===== src/rtl/sprb_pkg.sv =====
package sprb_pkg;

  typedef enum logic [1:0] {
    RX_IDLE,
    RX_START,
    RX_DATA,
    RX_STOP
  } rxState_t;

  typedef enum logic [1:0] {
    HS_IDLE,
    HS_SETUP,
    HS_PULSE,
    HS_HOLD
  } hsState_t;

  // strobes from the handshake control to the datapath
  typedef struct packed {
    logic loadOut;    // copy holding register onto the printer lines
    logic clearHold;  // holding register has been consumed
  } ctlStrobe_t;

endpackage


===== src/rtl/sprb_rx.sv =====
module sprb_rx #(
  parameter int DATA_W = 8,
  parameter int OSR    = 16
) (
  input  logic              clk,
  input  logic              rstN,
  input  logic              sampleTick,
  input  logic              serIn,
  output logic              frameDone,
  output logic              stopOk,
  output logic [DATA_W-1:0] rxByte
);
  import sprb_pkg::*;

  localparam int CNT_W = $clog2(OSR);
  localparam int IDX_W = (DATA_W > 1) ? $clog2(DATA_W) : 1;
  localparam int HALF  = OSR / 2;

  rxState_t           rxState;
  logic [CNT_W-1:0]   tickCnt;
  logic [IDX_W-1:0]   bitIdx;
  logic [DATA_W-1:0]  shReg;

  assign rxByte = shReg;

  always_ff @(posedge clk) begin
    if (!rstN) begin
      rxState   <= RX_IDLE;
      tickCnt   <= '0;
      bitIdx    <= '0;
      shReg     <= '0;
      frameDone <= 1'b0;
      stopOk    <= 1'b0;
    end else begin
      frameDone <= 1'b0;
      if (sampleTick) begin
        case (rxState)
          RX_IDLE: begin
            if (!serIn) begin
              rxState <= RX_START;
              tickCnt <= '0;
            end
          end
          RX_START: begin
            if (tickCnt == CNT_W'(HALF - 1)) begin
              tickCnt <= '0;
              bitIdx  <= '0;
              rxState <= serIn ? RX_IDLE : RX_DATA;
            end else begin
              tickCnt <= tickCnt + 1'b1;
            end
          end
          RX_DATA: begin
            if (tickCnt == CNT_W'(OSR - 1)) begin
              tickCnt <= '0;
              shReg   <= {serIn, shReg[DATA_W-1:1]};
              if (bitIdx == IDX_W'(DATA_W - 1)) begin
                rxState <= RX_STOP;
              end else begin
                bitIdx <= bitIdx + 1'b1;
              end
            end else begin
              tickCnt <= tickCnt + 1'b1;
            end
          end
          default: begin
            if (tickCnt == CNT_W'(OSR - 1)) begin
              tickCnt   <= '0;
              rxState   <= RX_IDLE;
              frameDone <= 1'b1;
              stopOk    <= serIn;
            end else begin
              tickCnt <= tickCnt + 1'b1;
            end
          end
        endcase
      end
    end
  end

endmodule


===== src/rtl/sprb_ctrl.sv =====
module sprb_ctrl #(
  parameter int STB_CLKS = 4
) (
  input  logic                  clk,
  input  logic                  rstN,
  input  logic                  holdFull,
  input  logic                  prnBusyN,
  output sprb_pkg::ctlStrobe_t  ctl,
  output logic                  prnStrobeN
);
  import sprb_pkg::*;

  localparam int PC_W = $clog2(STB_CLKS + 1);

  hsState_t         hsState;
  logic [PC_W-1:0]  pulseCnt;
  logic             goXfer;

  assign goXfer        = (hsState == HS_IDLE) && holdFull && prnBusyN;
  assign ctl.loadOut   = goXfer;
  assign ctl.clearHold = (hsState == HS_HOLD);

  always_ff @(posedge clk) begin
    if (!rstN) begin
      hsState    <= HS_IDLE;
      pulseCnt   <= '0;
      prnStrobeN <= 1'b1;
    end else begin
      case (hsState)
        HS_IDLE: begin
          if (goXfer) hsState <= HS_SETUP;
        end
        HS_SETUP: begin
          hsState    <= HS_PULSE;
          prnStrobeN <= 1'b0;
          pulseCnt   <= '0;
        end
        HS_PULSE: begin
          if (pulseCnt == PC_W'(STB_CLKS - 1)) begin
            prnStrobeN <= 1'b1;
            hsState    <= HS_HOLD;
          end else begin
            pulseCnt <= pulseCnt + 1'b1;
          end
        end
        default: hsState <= HS_IDLE;
      endcase
    end
  end

endmodule


===== src/rtl/sprb_dpath.sv =====
module sprb_dpath #(
  parameter int DATA_W = 8
) (
  input  logic                 clk,
  input  logic                 rstN,
  input  logic                 frameDone,
  input  logic                 stopOk,
  input  logic [DATA_W-1:0]    rxByte,
  input  sprb_pkg::ctlStrobe_t ctl,
  output logic                 holdFull,
  output logic [DATA_W-1:0]    prnData,
  output logic                 rxIrq,
  output logic                 overrunFlag,
  output logic                 frameErrFlag
);

  logic [DATA_W-1:0] holdReg;

  always_ff @(posedge clk) begin
    if (!rstN) begin
      holdReg      <= '0;
      holdFull     <= 1'b0;
      prnData      <= '0;
      rxIrq        <= 1'b0;
      overrunFlag  <= 1'b0;
      frameErrFlag <= 1'b0;
    end else begin
      rxIrq <= 1'b0;
      if (ctl.clearHold) holdFull <= 1'b0;
      if (frameDone) begin
        if (!stopOk) begin
          frameErrFlag <= 1'b1;
        end else if (holdFull) begin
          overrunFlag <= 1'b1;
        end else begin
          holdReg  <= rxByte;
          holdFull <= 1'b1;
          rxIrq    <= 1'b1;
        end
      end
      if (ctl.loadOut) prnData <= holdReg;
    end
  end

endmodule


===== src/rtl/serprint_bridge.sv =====
module serprint_bridge #(
  parameter int DATA_W   = 8,
  parameter int OSR      = 16,
  parameter int STB_CLKS = 4
) (
  input  logic              clk,
  input  logic              rstN,
  input  logic              sampleTick,
  input  logic              serIn,
  input  logic              prnBusyN,
  output logic [DATA_W-1:0] prnData,
  output logic              prnStrobeN,
  output logic              rxIrq,
  output logic              overrunFlag,
  output logic              frameErrFlag
);
  import sprb_pkg::*;

  logic              frameDone;
  logic              stopOk;
  logic [DATA_W-1:0] rxByte;
  logic              holdFull;
  ctlStrobe_t        ctl;

  sprb_rx #(.DATA_W(DATA_W), .OSR(OSR)) u_rx (
    .clk        (clk),
    .rstN       (rstN),
    .sampleTick (sampleTick),
    .serIn      (serIn),
    .frameDone  (frameDone),
    .stopOk     (stopOk),
    .rxByte     (rxByte)
  );

  sprb_ctrl #(.STB_CLKS(STB_CLKS)) u_ctrl (
    .clk        (clk),
    .rstN       (rstN),
    .holdFull   (holdFull),
    .prnBusyN   (prnBusyN),
    .ctl        (ctl),
    .prnStrobeN (prnStrobeN)
  );

  sprb_dpath #(.DATA_W(DATA_W)) u_dpath (
    .clk          (clk),
    .rstN         (rstN),
    .frameDone    (frameDone),
    .stopOk       (stopOk),
    .rxByte       (rxByte),
    .ctl          (ctl),
    .holdFull     (holdFull),
    .prnData      (prnData),
    .rxIrq        (rxIrq),
    .overrunFlag  (overrunFlag),
    .frameErrFlag (frameErrFlag)
  );

endmodule


===== config.mk =====
export PLATFORM = sky130hd
export DESIGN_NAME = serprint_bridge
export DESIGN_NICKNAME = d
export VERILOG_FILES = /design/src/rtl/sprb_pkg.sv /design/src/rtl/sprb_rx.sv /design/src/rtl/sprb_ctrl.sv /design/src/rtl/sprb_dpath.sv /design/src/rtl/serprint_bridge.sv
export SDC_FILE = /design/constraint.sdc
export NUM_CORES = 1
export LEC_CHECK = 0
export CAP_MARGIN = 25
export CORE_UTILIZATION = 40
export CTS_BUF_LIST = sky130_fd_sc_hd__clkbuf_8
export DETAILED_ROUTE_END_ITERATION = 7
export GPL_TIMING_DRIVEN = 0
export HOLD_SLACK_MARGIN = 0.15
export SLEW_MARGIN = 20
export SYNTH_ARGS = -nofsm -noshare
export SYNTH_HDL_FRONTEND = slang
export SYNTH_SLANG_ARGS = --single-unit

===== constraint.sdc =====
create_clock -name clk -period 1.88 [get_ports clk]
set_clock_uncertainty 0.05 [all_clocks]
set_input_delay 0.47 -clock clk [delete_from_list [all_inputs] [get_ports clk]]
set_output_delay 0.47 -clock clk [all_outputs]
set_load 0.1 [all_outputs]

# Yosys cells after proc, flatten, opt, wreduce, memory -nomap -nowiden
# Index checks and enable logic that the tools add are counted.
[op_classes] shifts=0 magnitude_cmp=0 mul=0 div=0 add_sub_neg=3 n_reduce_logical=21 n_eq_ne=17 muxes=28 n_bitwise=5
[op_table] operator="2-bit 2-to-1 mux" count=8
[op_table] operator="3-bit AND reduction" count=5
[op_table] operator="3-bit 2-to-1 mux" count=4
[op_table] operator="4-bit 2-to-1 mux" count=3
[op_table] operator="2-bit case mux with 3 select lines" count=2
[op_table] operator="3-bit case mux with 2 select lines" count=2
[op_table] operator="2-bit by 1-bit != test with 1-bit output, second input constant" count=5
[op_table] operator="2-bit AND reduction" count=5
[op_table] operator="4-bit case mux with 2 select lines" count=1
[op_table] operator="1-bit 2-to-1 mux" count=7
[op_table] operator="3-bit by 1-bit adder with 3-bit output, second input constant" count=2
[op_table] operator="2-bit equality test, second input constant" count=3
[op_table] operator="2-bit != test, second input constant" count=3
[op_table] operator="6-bit AND reduction" count=1
[op_table] operator="1-bit NOT" count=5
[op_table] operator="5-bit AND reduction" count=1
[op_table] operator="5-bit OR reduction" count=1
[op_table] operator="4-bit by 1-bit adder with 4-bit output, second input constant" count=1
[op_table] operator="2-bit by 1-bit equality test with 1-bit output, second input constant" count=2
[op_table] operator="4-bit by 3-bit equality test with 1-bit output, second input constant" count=1
[op_table] operator="4-bit equality test, second input constant" count=1
[op_table] operator="2-bit logical NOT" count=2
[op_table] operator="2-bit nonzero test" count=2
[op_table] operator="3-bit by 2-bit equality test with 1-bit output, second input constant" count=1
[op_table] operator="5 further kinds" count=6
[totals] mem_count=0 in_bits=5 mem_bits_ro=0 wordCells=89 out_inout_bits=12 latchBits=0 mem_bits_rw=0 regBits=45

# Longest topological paths before layout
[depth] word_depth=5 mapped_depth=7 ltp_nobuf=6

# Modules after synthesis
# A second synthesis with hierarchy kept.
[unflattened] cells_unflattened=218 area_unflattened_um2=2169.6
[modules_own_cells] module="sprb_rx" cells_per_inst=100 seq_area_each_um2=380.4 instances=1 area_each_um2=994.7
[modules_own_cells] module="sprb_dpath" cells_per_inst=73 seq_area_each_um2=400.4 instances=1 area_each_um2=764.5
[modules_own_cells] module="sprb_ctrl" cells_per_inst=45 seq_area_each_um2=120.1 instances=1 area_each_um2=410.4

# Worst setup path after synthesis
# No wires, ideal clock.
[synth_path] path_type="register to register" startpoint="register u_rx.bitIdx[0]" endpoint="register u_rx.bitIdx[0]" t_required_ns=1.760 setup_slack_ns=0.109 t_arrival_ns=1.651 period_less_slack_ns=1.771 path_buffers=0 path_stages_with_launch=7 path_cell_list="dfxtp_1 ha_1 ha_1 and4bb_2 o21bai_4 or4b_1 a21oi_1"
[synth_between] elab_chain_len=4 word_cells_on_any_way=7 cone_classes="add/sub: 1; eq/ne: 2; mux: 3; reduce/logical: 1"
[synth_rtl] element="from (decl)" line_no="sprb_rx.sv:21" source="logic [IDX_W-1:0] bitIdx;"
[synth_rtl] element="from (signal assigned)" line_no="sprb_rx.sv:60" source="bitIdx <= bitIdx + 1'b1;"
[synth_rtl] element="3-bit by 1-bit adder with 3-bit output" line_no="sprb_rx.sv:60"
[synth_rtl] element="3-bit 2-to-1 mux" line_no="sprb_rx.sv:57" source="if (bitIdx == IDX_W'(DATA_W - 1)) begin"
[synth_rtl] element="3-bit 2-to-1 mux" line_no="sprb_rx.sv:54" source="if (tickCnt == CNT_W'(OSR - 1)) begin"
[synth_rtl] element="3-bit case mux with 2 select lines" line_no="sprb_rx.sv:37" source="case (rxState)"
# Several ways; a longest one is shown, not always the timed one. The select of a mux whose other input is x is not followed.
# A chain may end at the register's enable or synchronous reset.

# Worst setup path after layout
# Same ends and word-level chain as after synthesis.

==> impl_metrics.tcl <==
set metrics [dict create \
    routedWlPerCell_um 12.90 \
    synth_edf_count 0 \
    ios 17 \
    fillers 438 \
    critical_path.max_fanout 4 \
    die-area_sq_mm 0.005076 \
    chipHeight_um 71.25 \
    clock_latency_ps 310 \
    p_seq_frac 0.542 \
    reg2reg_depth 6 \
    grt_antenna_before_repair 0 \
    status "finished with violations" \
    grt_start_max_net_pins 17 \
    min_delay_path_depth 2 \
    period_needed_ps 1829 \
    cts_buffers 5 \
    synth-seq-cells 45 \
    path_buf_inv 0 \
    cts.sinks 45 \
    rsz0062_at_grt "true" \
    synthCells 213 \
    swShare 0.2797 \
    violations "design-rule violations" \
    switching_power_mw 0.5069 \
    cp_top_family "simple AND/OR/NAND/NOR gates" \
    max_freq_ghz 0.5468 \
    drcViolationCount 3 \
    avgSynthCellArea_sq_um 9.005 \
    final_min_period_over_clock_period 0.9727 \
    crit_path_end_kind "flop" \
    gp_congestion 0.7424 \
    regArea_sq_um 903.4 \
    leakagePower_nw 0.8296 \
    hold_path_class "reg -> reg" \
    diodes 0 \
    crit_arrival_ps 2010 \
    pwr-share-comb 0.105 \
    portBuffers 16 \
    final_util 0.5187 \
    worst_pin_slew_ps 599.5 \
    multi_input_area_sq_um 978.4 \
    ys_seq_area_frac 0.4697 \
    crit_slowest_cell "or4b_1" \
    critPathLaunchType "flop" \
    synth.distinct_cells 42 \
    layout.nets 253 \
    power_density_mw_per_mm2 780.8 \
    fp-row-count 24 \
    gr-usage-all-layers 0.1632 \
    postRouteAntennaNets 0 \
    synth_area_leaders "dfxtp_1 47%, nand2_1 8.2%, mux2i_1 7.3%, a21oi_1 6.5%, ha_1 5.9%" \
    initial_utilization 0.4287 \
    die_w_um 71.25 \
    tritoncts "built" \
    firstDrtPassIters 6 \
    setup_viol 0 \
    hold_violations 0 \
    crit_type "reg -> reg" \
    cap_violations 0 \
    synth_area_sq_mm 0.001918 \
    grt_pass1_wl_um 6327 \
    vdd_drop_max_mv 0.5447 \
    tns_ps 0 \
    synth_largest_area_cell "dfxtp_1" \
    cpMostUsedCell "ha_4" \
    num_vias 1456 \
    yosysMostFrequentCell "dfxtp_1" \
    place_hpwl_um 2535 \
    synth_flop_cell "dfxtp_1" \
    timing.hold.ws_ps 407.3 \
    layout-drive-gt1-share 0.1875 \
    finalWirelength_um 3768 \
    clk_pin_slew_ps 90 \
    synth_top_area_frac 0.4697 \
    relSlewSlack 0.6003 \
    path_cells "ha_4 -> ha_4 -> and4bb_2 -> o21bai_4 -> or4b_1 -> a21oi_1" \
    hold_buffers 0 \
    grt-ovfl-total 0 \
    drt_iter0_drc 80 \
    core_area_sq_mm 0.004474 \
    yosysWarningCount 0 \
    synthArstFlopShare 0 \
    p_int_mw 1.305 \
    cp.depth 6 \
    cp.required_ps 2060 \
    max_stage_delay_ps 500 \
    clockBufferDepth 2 \
    syn_to_final_growth_pct 21.00 \
    avgViaCountPerCell 4.986 \
    ys_top_cells_by_count "45 x dfxtp_1, 42 x nand2_1, 25 x a21oi_1" \
    slew_viol_final 0 \
    syn_nets 227 \
    h-tree-depth 2 \
    grt_pass1_vias 1302 \
    p_clk_frac 0.353 \
    cts-root-buf "clkbuf_8" \
]
-- routing by layer --
| layer | track usage | vias up | share of wire |
|---|---|---|---|
| met5 | 0 | - | 0 |
| met4 | 0.05333 | 0 | 0.012 |
| met3 | 0.05063 | 6 | 0.038 |
| met2 | 0.2402 | 21 | 0.42 |
| met1 | 0.2282 | 656 | 0.53 |
| li1 | - | 773 | - |
-- cells in the final DEF, fill, tap and decap left out, types with 2 or more instances in the layout --
master,synthesis,final
a21oi_1,25,25
a22oi_1,2,2
and3_1,3,3
buf_4,1,3
clkbuf_1,7,7
clkbuf_8,0,5
clkdlybuf4s15_2,0,12
clkdlybuf4s50_1,0,3
dfxtp_1,45,43
dfxtp_2,0,2
ha_1,9,6
ha_4,0,2
inv_1,6,6
mux2i_1,14,14
nand2_1,42,42
nand3_2,1,2
nor2_1,21,21
nor2b_1,3,3
nor3_1,2,2
nor3b_1,2,2
o21ai_0,2,2
or2_2,2,2
-- flip-flops by register name (all words and copies together), names as in the netlist --
register,count
u_rx.stopOk,1
u_dpath.holdReg,8
u_dpath.rxIrq,1
u_dpath.overrunFlag,1
u_rx.rxByte,8
u_ctrl.pulseCnt,3
u_rx.bitIdx,3
u_dpath.frameErrFlag,1
u_rx.tickCnt,4
u_ctrl.hsState,2
u_dpath.holdFull,1
u_ctrl.prnStrobeN,1
u_rx.rxState,2
u_dpath.prnData,8
u_rx.frameDone,1
-- path summary, 6_finish.rpt --
path | startpoint | slack (ps) | endpoint
hold / removal | u_dpath.holdReg[1]$_SDFFE_PN0P_ | 410 | u_dpath.prnData[1]$_SDFFE_PN0P_
setup reg to reg | u_rx.bitIdx[0]$_SDFFE_PN0P_ | 50 | u_rx.bitIdx[0]$_SDFFE_PN0P_
setup / recovery | u_rx.bitIdx[0]$_SDFFE_PN0P_ | 50 | u_rx.bitIdx[0]$_SDFFE_PN0P_
hold reg to reg | u_dpath.holdReg[1]$_SDFFE_PN0P_ | 410 | u_dpath.prnData[1]$_SDFFE_PN0P_
-- tightest hold or removal path, delay by kind of cell, from the launching register on --
| family | cells | cell delay [ps] |
|---|---|---|
| flip-flops | 1 | 320 |
| AND/OR/NAND/NOR | 1 | 50 |
| AO/OA/AOI/OAI | 1 | 50 |
-- area by class of cell --
class	count	area share
Buffer	9	0.01941
Clock buffer	5	0.02965
Clock inverter	3	0.01078
Inverter	7	0.01132
Multi-Input combinational cell	152	0.4216
Sequential cell	45	0.3892
Tap cell	52	0.02803
Timing Repair Buffer	19	0.09003
-- power by group through the flow --
stage          sequential (mW)  clock, mW  combinational (mW)
2_1_floorplan             1.04          0               0.105
4_1_cts                  0.982      0.653               0.189
6_report                 0.982      0.640               0.190
3_3_place_gp              1.00          0               0.190
5_1_grt                  0.986      0.691               0.212
3_5_place_dp              1.00          0               0.191
-- through the flow --
step / instance area [sq um] / instances / total power [mW] / worst slack, ps
after floorplan: 1918 / 213 / 1.145 / 108.8
after global placement: 2143 / 281 / 1.194 / -356.8
after detailed placement: 2143 / 281 / 1.195 / -353.7
after CTS: 2271 / 290 / 1.824 / 2.974
after global routing: 2321 / 292 / 1.889 / -46.06
final: 2321 / 292 / 1.812 / 51.34
-- kinds of logic (layout without fill, tap and decap cells) --
| family | count (synthesis) | count (layout) | synth area share |
|---|---|---|---|
| simple gates | 89 | 89 | 0.2257 |
| flops | 45 | 45 | 0.4697 |
| compound gates | 37 | 37 | 0.1207 |
| buf+inv | 16 | 43 | 0.03718 |
| mux | 15 | 15 | 0.07893 |
| fa+ha+maj | 9 | 9 | 0.05871 |
| xor+xnor | 2 | 2 | 0.009134 |
-- repair_timing --
action,in CTS,in global routing
setup endpoints to repair,21,2
buffers inserted,1,2
gates resized for setup,37,8
pin swaps,2,4
(Power assumes the default switching activity.)
